==> config.mk <==
export PLATFORM = sky130hd
export DESIGN_NAME = hsc_ctrl
export DESIGN_NICKNAME = d
export VERILOG_FILES = /design/src/rtl/hsc_pkg.sv /design/src/rtl/hsc_timer.sv /design/src/rtl/hsc_history.sv /design/src/rtl/hsc_vars.sv /design/src/rtl/hsc_ctrl.sv
export SDC_FILE = /design/constraint.sdc
export NUM_CORES = 1
export LEC_CHECK = 0
export CELL_PAD_IN_SITES_DETAIL_PLACEMENT = 0
export CELL_PAD_IN_SITES_GLOBAL_PLACEMENT = 1
export CORE_UTILIZATION = 40
export DETAILED_ROUTE_END_ITERATION = 8
export PLACE_DENSITY_LB_ADDON = 0.08
export SLEW_MARGIN = 20
export SYNTH_ARGS = -nofsm -noshare
export SYNTH_HDL_FRONTEND = slang
export SYNTH_HIERARCHICAL = 1
export SYNTH_SLANG_ARGS = --single-unit
==> constraint.sdc <==
create_clock -name clk -period 4.5 [get_ports clk]
set_input_delay 0.9 -clock clk [delete_from_list [all_inputs] [get_ports clk]]
set_output_delay 0.9 -clock clk [all_outputs]
set_load 0.02 [all_outputs]
==> src/rtl/hsc_pkg.sv <==
package hsc_pkg;
    localparam int NUM_SUB = 5;

    typedef enum logic [0:0] {
        TOP_IDLE  = 1'b0,
        TOP_SUPER = 1'b1
    } top_e;

    typedef enum logic [2:0] {
        SUB_A = 3'd0,
        SUB_B = 3'd1,
        SUB_C = 3'd2,
        SUB_D = 3'd3,
        SUB_E = 3'd4
    } sub_e;

    localparam sub_e SUB_DEFAULT = SUB_A;
    localparam sub_e SUB_WAIT    = SUB_C;

    function automatic logic [NUM_SUB-1:0] sub_onehot(input sub_e s);
        logic [NUM_SUB-1:0] v;
        v = '0;
        v[s] = 1'b1;
        return v;
    endfunction
endpackage

==> src/rtl/hsc_timer.sv <==
module hsc_timer #(
    parameter int LIMIT = 5000000
) (
    input  logic clk,
    input  logic rst_n,
    input  logic load,
    input  logic stay,
    input  logic in_wait,
    output logic expire
);
    localparam int CNT_W = $clog2(LIMIT + 1);

    logic [CNT_W-1:0] cnt_q;
    logic [CNT_W-1:0] cnt_d;

    always_comb begin
        if (load)
            cnt_d = CNT_W'(LIMIT);
        else if (stay)
            cnt_d = cnt_q - 1'b1;
        else
            cnt_d = '0;
    end

    always_ff @(posedge clk) begin
        if (!rst_n)
            cnt_q <= '0;
        else
            cnt_q <= cnt_d;
    end

    assign expire = in_wait && (cnt_q == CNT_W'(1));

    // the window is never exhausted while the waiting substate is active
    a_r7_live_window: assert property (@(posedge clk) disable iff (!rst_n)
        in_wait |-> (cnt_q != '0));
endmodule

==> src/rtl/hsc_history.sv <==
module hsc_history
    import hsc_pkg::*;
(
    input  logic clk,
    input  logic rst_n,
    input  logic capture,
    input  sub_e cur_sub,
    output sub_e hist_q,
    output logic valid_q
);
    always_ff @(posedge clk) begin
        if (!rst_n) begin
            hist_q  <= SUB_DEFAULT;
            valid_q <= 1'b0;
        end else if (capture) begin
            hist_q  <= cur_sub;
            valid_q <= 1'b1;
        end
    end

    a_r8_capture: assert property (@(posedge clk) disable iff (!rst_n)
        capture |=> (valid_q && hist_q == $past(cur_sub)));

    a_r12_hist_hold: assert property (@(posedge clk) disable iff (!rst_n)
        !capture |=> ($stable(hist_q) && $stable(valid_q)));
endmodule

==> src/rtl/hsc_vars.sv <==
module hsc_vars #(
    parameter int VAR_W = 8,
    parameter logic [VAR_W-1:0] P_INIT = '0,
    parameter logic [VAR_W-1:0] Q_INIT = '0
) (
    input  logic             clk,
    input  logic             rst_n,
    input  logic             do_swap,
    output logic [VAR_W-1:0] p_q,
    output logic [VAR_W-1:0] q_q
);
    logic [VAR_W-1:0] p_d;
    logic [VAR_W-1:0] q_d;

    // both right-hand sides come from current values; commit together
    always_comb begin
        p_d = p_q;
        q_d = q_q;
        if (do_swap) begin
            p_d = q_q;
            q_d = p_q;
        end
    end

    always_ff @(posedge clk) begin
        if (!rst_n) begin
            p_q <= P_INIT;
            q_q <= Q_INIT;
        end else begin
            p_q <= p_d;
            q_q <= q_d;
        end
    end

    a_r11_swap: assert property (@(posedge clk) disable iff (!rst_n)
        do_swap |=> (p_q == $past(q_q) && q_q == $past(p_q)));
endmodule

==> src/rtl/hsc_ctrl.sv <==
module hsc_ctrl
    import hsc_pkg::*;
#(
    parameter int TIMEOUT_CYC = 5000000,
    parameter int VAR_W = 8,
    parameter logic [VAR_W-1:0] P_INIT = 8'h00,
    parameter logic [VAR_W-1:0] Q_INIT = 8'h01
) (
    input  logic                 clk,
    input  logic                 rst_n,
    input  logic                 ev_enter,
    input  logic                 ev_resume,
    input  logic                 ev_leave,
    input  logic                 ev_step,
    input  logic                 ev_ack,
    input  logic                 cond_arm,
    output logic [NUM_SUB-1:0]   sub_active,
    output logic                 in_super,
    output logic [NUM_SUB-1:0]   hist_sub,
    output logic                 hist_valid,
    output logic                 timeout_flag,
    output logic [VAR_W-1:0]     var_p,
    output logic [VAR_W-1:0]     var_q
);
    top_e top_q, top_d;
    sub_e sub_q, sub_d;
    logic tmo_q, tmo_d;
    logic capture, do_swap, expire;
    logic tmr_load, tmr_stay, in_wait;
    sub_e hist_st;
    logic hist_ok;

    assign in_wait  = (top_q == TOP_SUPER) && (sub_q == SUB_WAIT);
    assign tmr_stay = in_wait && (top_d == TOP_SUPER) && (sub_d == SUB_WAIT);
    assign tmr_load = (top_d == TOP_SUPER) && (sub_d == SUB_WAIT) && !in_wait;

    // next-state logic: every transition computed from current values
    always_comb begin
        top_d   = top_q;
        sub_d   = sub_q;
        tmo_d   = 1'b0;
        capture = 1'b0;
        do_swap = 1'b0;
        unique case (top_q)
            TOP_IDLE: begin
                if (ev_resume) begin                      // T_RESUME
                    top_d = TOP_SUPER;
                    sub_d = hist_ok ? hist_st : SUB_DEFAULT;
                end else if (ev_enter) begin              // T_ENTER
                    top_d = TOP_SUPER;
                    sub_d = SUB_DEFAULT;
                end
            end
            TOP_SUPER: begin
                if (ev_leave) begin                       // T_LEAVE
                    top_d   = TOP_IDLE;
                    capture = 1'b1;
                end else begin
                    unique case (sub_q)
                        SUB_A: if (ev_step) sub_d = SUB_B;             // T_AB
                        SUB_B: if (ev_step && cond_arm) sub_d = SUB_C; // T_BC
                        SUB_C: begin
                            if (ev_ack)
                                sub_d = SUB_D;                         // T_CD
                            else if (expire) begin
                                sub_d = SUB_E;                         // T_CE
                                tmo_d = 1'b1;
                            end
                        end
                        SUB_D: if (ev_step) sub_d = SUB_E;             // T_DE
                        SUB_E: if (ev_step) begin                      // T_EA
                            sub_d   = SUB_A;
                            do_swap = 1'b1;
                        end
                        default: sub_d = SUB_DEFAULT;
                    endcase
                end
            end
            default: top_d = TOP_IDLE;
        endcase
    end

    // state register
    always_ff @(posedge clk) begin
        if (!rst_n) begin
            top_q <= TOP_IDLE;
            sub_q <= SUB_DEFAULT;
            tmo_q <= 1'b0;
        end else begin
            top_q <= top_d;
            sub_q <= sub_d;
            tmo_q <= tmo_d;
        end
    end

    // outputs
    always_comb begin
        in_super     = (top_q == TOP_SUPER);
        sub_active   = in_super ? sub_onehot(sub_q) : '0;
        hist_sub     = hist_ok ? sub_onehot(hist_st) : '0;
        hist_valid   = hist_ok;
        timeout_flag = tmo_q;
    end

    hsc_timer #(.LIMIT(TIMEOUT_CYC)) u_timer (
        .clk     (clk),
        .rst_n   (rst_n),
        .load    (tmr_load),
        .stay    (tmr_stay),
        .in_wait (in_wait),
        .expire  (expire)
    );

    hsc_history u_hist (
        .clk     (clk),
        .rst_n   (rst_n),
        .capture (capture),
        .cur_sub (sub_q),
        .hist_q  (hist_st),
        .valid_q (hist_ok)
    );

    hsc_vars #(.VAR_W(VAR_W), .P_INIT(P_INIT), .Q_INIT(Q_INIT)) u_vars (
        .clk     (clk),
        .rst_n   (rst_n),
        .do_swap (do_swap),
        .p_q     (var_p),
        .q_q     (var_q)
    );

    a_r2_onehot: assert property (@(posedge clk) disable iff (!rst_n)
        in_super |-> ($countones(sub_active) == 1));

    a_r2_idle_zero: assert property (@(posedge clk) disable iff (!rst_n)
        !in_super |-> (sub_active == '0));

    a_r8_leave: assert property (@(posedge clk) disable iff (!rst_n)
        (in_super && ev_leave) |=> (!in_super && hist_sub == $past(sub_active)));

    a_r6_timeout_edge: assert property (@(posedge clk) disable iff (!rst_n)
        (in_wait && expire && !ev_leave && !ev_ack) |=> (timeout_flag && sub_active[SUB_E]));

    a_r6_flag_pulse: assert property (@(posedge clk) disable iff (!rst_n)
        timeout_flag |=> !timeout_flag);

    a_r5_wait_hold: assert property (@(posedge clk) disable iff (!rst_n)
        (in_wait && !ev_ack && !ev_leave && !expire) |=> sub_active[SUB_C]);
endmodule

# Yosys cells after proc, flatten, opt, wreduce, memory -nomap -nowiden
# Index checks and enable logic that the tools add are counted.
word_totals:
  register_bits: 48
  out_inout_bits: 29
op_classes:
  add_sub_neg: 1
  order_cmp: 4
  n_eq_ne: 6
  muxes: 31
  bitwise: 4
  reduce_logical: 13
ops:
  columns: ["operator", "n"]
  rows:
  - ["$mux W23", 2]
  - ["$mux W3", 10]
  - ["$eq A23 B1 Y1 const B", 1]
  - ["$sub A23 B1 Y23 const B", 1]
  - ["$pmux W3 S5", 1]
  - ["$mux W1", 12]
  - ["$mux W5", 2]
  - ["$eq A3 B2 Y1 const B", 3]
  - ["$logic_and A1 B1 Y1", 9]
  - ["$lt A3 B4 Y1 const B", 2]
  - ["$demux W1 S3", 2]
  - ["$ge A3 B1 Y1 const B", 2]
  - ["$pmux W3 S2", 1]
  - ["$reduce_or A5 Y1", 1]
  - ["$not A1 Y1", 4]
  - ["$eq A3 B1 Y1 const B", 1]
  - ["$eq A3 B3 Y1 const B", 1]
  - ["$logic_not A3 Y1", 1]
  - ["$reduce_or A3 Y1", 1]
  - ["$pmux W1 S2", 1]
  - ["$logic_not A1 Y1", 1]

# Logic depth before layout (Yosys ltp)
depth:
  ltp_word: 12
  mapped_depth: 14
  ltp_nobuf: 13

# Cells and area by module
# Netlist, hierarchy kept.
by_module_without_submodules:
  columns: ["mod", "instances", "cells_per_inst", "area_per_inst_um2"]
  rows:
  - ["hsc_timer", 1, 133, 1162.4]
  - ["hsc_vars", 1, 51, 613.1]
  - ["hsc_ctrl", 1, 64, 480.5]
  - ["hsc_history", 1, 11, 136.4]

# Worst setup path before layout
# OpenSTA, ideal clock, no wires.
synth_path:
  path_type: "flip-flop to flip-flop"
  startpoint: "register u_timer.cnt_q[14]"
  endpoint: "register u_timer.cnt_q[19]"
  setup_ns: 0.125
  arrival_ns: 2.868
  setup_slack_ns: 1.507
  path_stages_with_launch: 13
  path_buffers: 1
  synth_period_minus_slack_ns: 2.993
  cell_sequence: "dfxtp_1 or4_4 or4_4 nor4_1 and4bb_2 o21ai_1 a41o_1 nand4_1 nor2_1 clkbuf_1 and3_1 a21oi_1 nand3_1"
synth_between:
  elab_chain_cells: 11
  word_cells_on_any_way: 14
synth_rtl:
  columns: ["element", "line", "rtl"]
  rows:
  - ["from (decl)", "hsc_timer.sv:13", "logic [CNT_W-1:0] cnt_q;"]
  - ["from (signal assigned)", "hsc_timer.sv:29", "cnt_q <= cnt_d;"]
  - ["$eq A23 B1 Y1", "hsc_timer.sv:32", "assign expire = in_wait && (cnt_q == CNT_W'(1));"]
  - ["$logic_and A1 B1 Y1", "hsc_timer.sv:32", null]
  - ["via expire", "hsc_ctrl.sv:28", "logic capture, do_swap, expire;"]
  - ["$mux W3", "hsc_ctrl.sv:65", "else if (expire) begin"]
  - ["$mux W3", "hsc_ctrl.sv:63", "if (ev_ack)"]
  - ["$pmux W3 S5", "hsc_ctrl.sv:59", "unique case (sub_q)"]
  - ["$mux W3", "hsc_ctrl.sv:55", "if (ev_leave) begin"]
  - ["$pmux W3 S2", "hsc_ctrl.sv:44", "unique case (top_q)"]
  - ["$eq A3 B2 Y1", "hsc_ctrl.sv:34", "assign tmr_stay = in_wait && (top_d == TOP_SUPER) && (sub_d == SUB_WAIT);"]
  - ["$logic_and A1 B1 Y1", "hsc_ctrl.sv:34", null]
  - ["via tmr_stay", "hsc_ctrl.sv:29", "logic tmr_load, tmr_stay, in_wait;"]
  - ["$mux W23", "hsc_timer.sv:19", "else if (stay)"]
  - ["$mux W23", "hsc_timer.sv:17", "if (load)"]
# The timed path passes the listed nets, and every way through them passes these cells.
# A chain may end at the register's enable or synchronous reset.

# Final worst setup path
layout_path:
  startpoint: "register u_timer.cnt_q[14]"
  endpoint: "register u_timer.cnt_q[10]"
layout_between:
  elab_chain_cells: 11
  word_cells_on_any_way: 13
layout_rtl:
  columns: ["element", "line"]
  rows:
  - ["$eq A23 B1 Y1", "hsc_timer.sv:32"]
  - ["$logic_and A1 B1 Y1", "hsc_timer.sv:32"]
  - ["via expire", "hsc_ctrl.sv:28"]
  - ["$mux W3", "hsc_ctrl.sv:65"]
  - ["$mux W3", "hsc_ctrl.sv:63"]
  - ["$pmux W3 S5", "hsc_ctrl.sv:59"]
  - ["$mux W3", "hsc_ctrl.sv:55"]
  - ["$pmux W3 S2", "hsc_ctrl.sv:44"]
  - ["$eq A3 B2 Y1", "hsc_ctrl.sv:34"]
  - ["$logic_and A1 B1 Y1", "hsc_ctrl.sv:34"]
  - ["via tmr_stay", "hsc_ctrl.sv:29"]
  - ["$not A1 Y1 (no source line)", null]
  - ["$reduce_or A3 Y1 (no source line)", null]
# The timed path passes the listed nets, and every way through them passes these cells.

==> results.cfg <==
[outcome]
run_status = complete, no violations

[setup_path]
crit_required_ns = 4.67
r2r_setup_slack_ns = 0.97
endpoint = u_timer/cnt_q[10]
start_kind = flop
critPathKind = flop to flop
path_max_fanout = 15
rr_endpoint = u_timer/cnt_q[10]
critPathArrivalTime_ns = 3.70
startpoint = u_timer/cnt_q[14]
r2r_cells = 11
endpoint_kind = flop
r2r_start = u_timer/cnt_q[14]

[clock_tree]
cts_setup_buffers = 0
clk_path_buf_depth = 2
htree_levels = 2
cts_root_buf = clkbuf_8
cts_hold_buf = 0
cts_inserted_buffers = 5
clk-insertion-delay-late_ns = 0.30
cts_sinks = 48
clk_pin_slew_ns = 0.09
cts-resized-gates = 0
cts_tree = built

[synthesis]
synth_cells = 259
yosysTopAreaCell = dfxtp_1
yosys_register_bits = 48
syn_area_per_cell_um2 = 9.24
netlist_top_cells_area = dfxtp_1, mux2i_1, nor2b_1
synthTopCellsByCount = dfxtp_1, nor2_1, mux2i_1, nor2b_1, nand2_1
yosysMostFrequentCell = dfxtp_1
synth_warnings = 6
netlist_area_um2 = 2390
synth_edf_count = 0
yosysTopAreaCellShare_pct = 40.2
ys_async_sr_fraction_pct = 0
syn-num-nets = 269
synth_cell_types = 49
yosysSeqAreaShare_pct = 40.2
ys.flop_type = dfxtp_1

[floorplanning]
die_y_um = 79.3
start_util_pct = 42.4
io_pins = 37
die_area_um2 = 6290
die_x_um = 79.3
core-area_um2 = 5640
placement_rows = 27

[finish]
n_fill_cell = 552
register_area_um2 = 961
fin_nets = 301
multi_input_area_um2 = 1320
drive_gt1_share_pct = 7.53
area_delta_synth_final_pct = 21.4
insertedDiodeCount = 0
fin_area_um2 = 2910

[global_routing]
grt_overflow_total = 0
antenna_found_initial = 0
grt_pass1_vias = 1820
grtUsageTotal_pct = 17.3
grt_max_degree = 41
grt_pass1_wl_um = 8580

[drt]
drcViolationCount = 0
wl_um = 4860
wl_per_cell_um = 13.3
routed_via_density = 5.38
drt_first_pass_iters = 4
antenna_left = 0
dr_total_vias = 1958
drtIter0Drc = 63

[place]
port_buffers = 36
place_area_um2 = 2770
gp_congestion = 0.756
hpwlAfterDp_um = 3390

[power_and_ir_drop]
p_per_area_nw_per_um2 = 293
total_power_uw = 851
p_leak_nw = 1.19
power_switching_uw = 178
pwr-share-clk_pct = 43.7
comb_power_share_pct = 5.4
p_sw_share_pct = 20.9
seq_power_share_pct = 50.9
ir_drop_uv = 196
p_int_uw = 674

[flow_run]
maxCapViolations = 0

[sta]
worst_pin_slew_ns = 0.936
finalHoldViolCount = 0
slew_violations = 0
setup_viol = 0
fmax_ghz = 0.284
slew-limit-headroom_pct = 37.6
setup_tns_ns = 0
fin_crit_ns = 3.53
period_share_pct = 78.3
rsz0062_at_grt = no
whs_ns = 0.477
fin_skew_ns = 0.0137

[hold_path]
min_from = u_timer/cnt_q[0]
hold_path_class = flop to flop
==> cell type report <==
| cell class | instances | area share [%] |
|---|---|---|
| inverters | 5 | 0.646 |
| repair buffers | 38 | 12.9 |
| flip-flops and latches | 48 | 33.1 |
| clock inverters | 3 | 2.37 |
| multi-input cells | 193 | 45.5 |
| clock buffers | 5 | 2.37 |
| well taps | 72 | 3.10 |
==> state kept, by name, indices dropped and copies added (netlist names) <==
name / count
u_hist/hist_q: 3
timeout_flag: 1
u_hist/valid_q: 1
u_vars/p_q: 8
sub_q: 3
u_timer/cnt_q: 23
in_super: 1
u_vars/q_q: 8
==> layer usage <==
layer	track usage (%)	share of wire [%]	vias to the layer above
li1	-	-	1009
met1	23.5	51	904
met2	26.8	43	39
met3	3.91	4.4	6
met4	6.00	1.3	0
met5	0	0	-
==> cell families (layout without fill, tap and decap cells) <==
group	count (synthesis)	count (layout)	synth area share [%]
mux	20	20	8.42
simple gates	128	128	32.8
buf+inv	18	51	4.55
compound gates	36	36	10.5
fa+ha+maj	2	2	1.05
flops	48	48	40.2
xor+xnor	7	7	2.56
==> worst min-delay path by stage <==
| stage | depth (start not counted) | slack [ns] | to |
|---|---|---|---|
| after floorplan | 1 | 0.44 | u_timer/cnt_q[0] |
| after global placement | 1 | 0.47 | u_timer/cnt_q[0] |
| after detailed placement | 1 | 0.46 | u_timer/cnt_q[0] |
| after CTS | 1 | 0.48 | u_timer/cnt_q[0] |
| after global routing | 1 | 0.51 | u_timer/cnt_q[0] |
| final | 1 | 0.48 | u_timer/cnt_q[0] |
==> worst max-delay path: stages (launching register included) <==
cell and delay, ns:
dfxtp_1 0.37, or4_4 0.57, or4_4 0.47, nor4_1 0.38, and4bb_2 0.29, o21ai_1 0.07, a41o_1 0.22, nand4_1 0.11
nor2_1 0.11, buf_4 0.19, nand3b_1 0.48, nor2_1 0.11
==> through the flow <==
stage / util, % / cells / setup slack, ns
3_3_place_gp: 49.1 / 356 / 0.865
6_report: 51.5 / 364 / 0.975
4_1_cts: 51.5 / 364 / 0.959
2_1_floorplan: - / 259 / 1.51
3_5_place_dp: 49.1 / 356 / 0.726
5_1_grt: 51.5 / 364 / 0.681
==> cells in the final DEF (no fill, tap or decap), types with 6 or more instances in the layout <==
master / count
a21oi_1: 10
and3_1: 7
clkdlybuf4s50_1: 36
dfxtp_1: 48
mux2i_1: 19
nand2_1: 13
nand3b_1: 6
nand4_1: 6
nor2_1: 25
nor2b_1: 19
nor3_1: 7
o31ai_1: 7
or4_1: 7
==> power groups by stage <==
stage	logic (mW)	clock network, mW	registers, mW
final	0.0456	0.372	0.434
after global placement	0.0459	0	0.444
after detailed placement	0.0458	0	0.444
after global routing	0.0497	0.403	0.435
after CTS	0.0460	0.383	0.434
after floorplan	0.0286	0	0.441
Power figures use the tool's default switching activity.
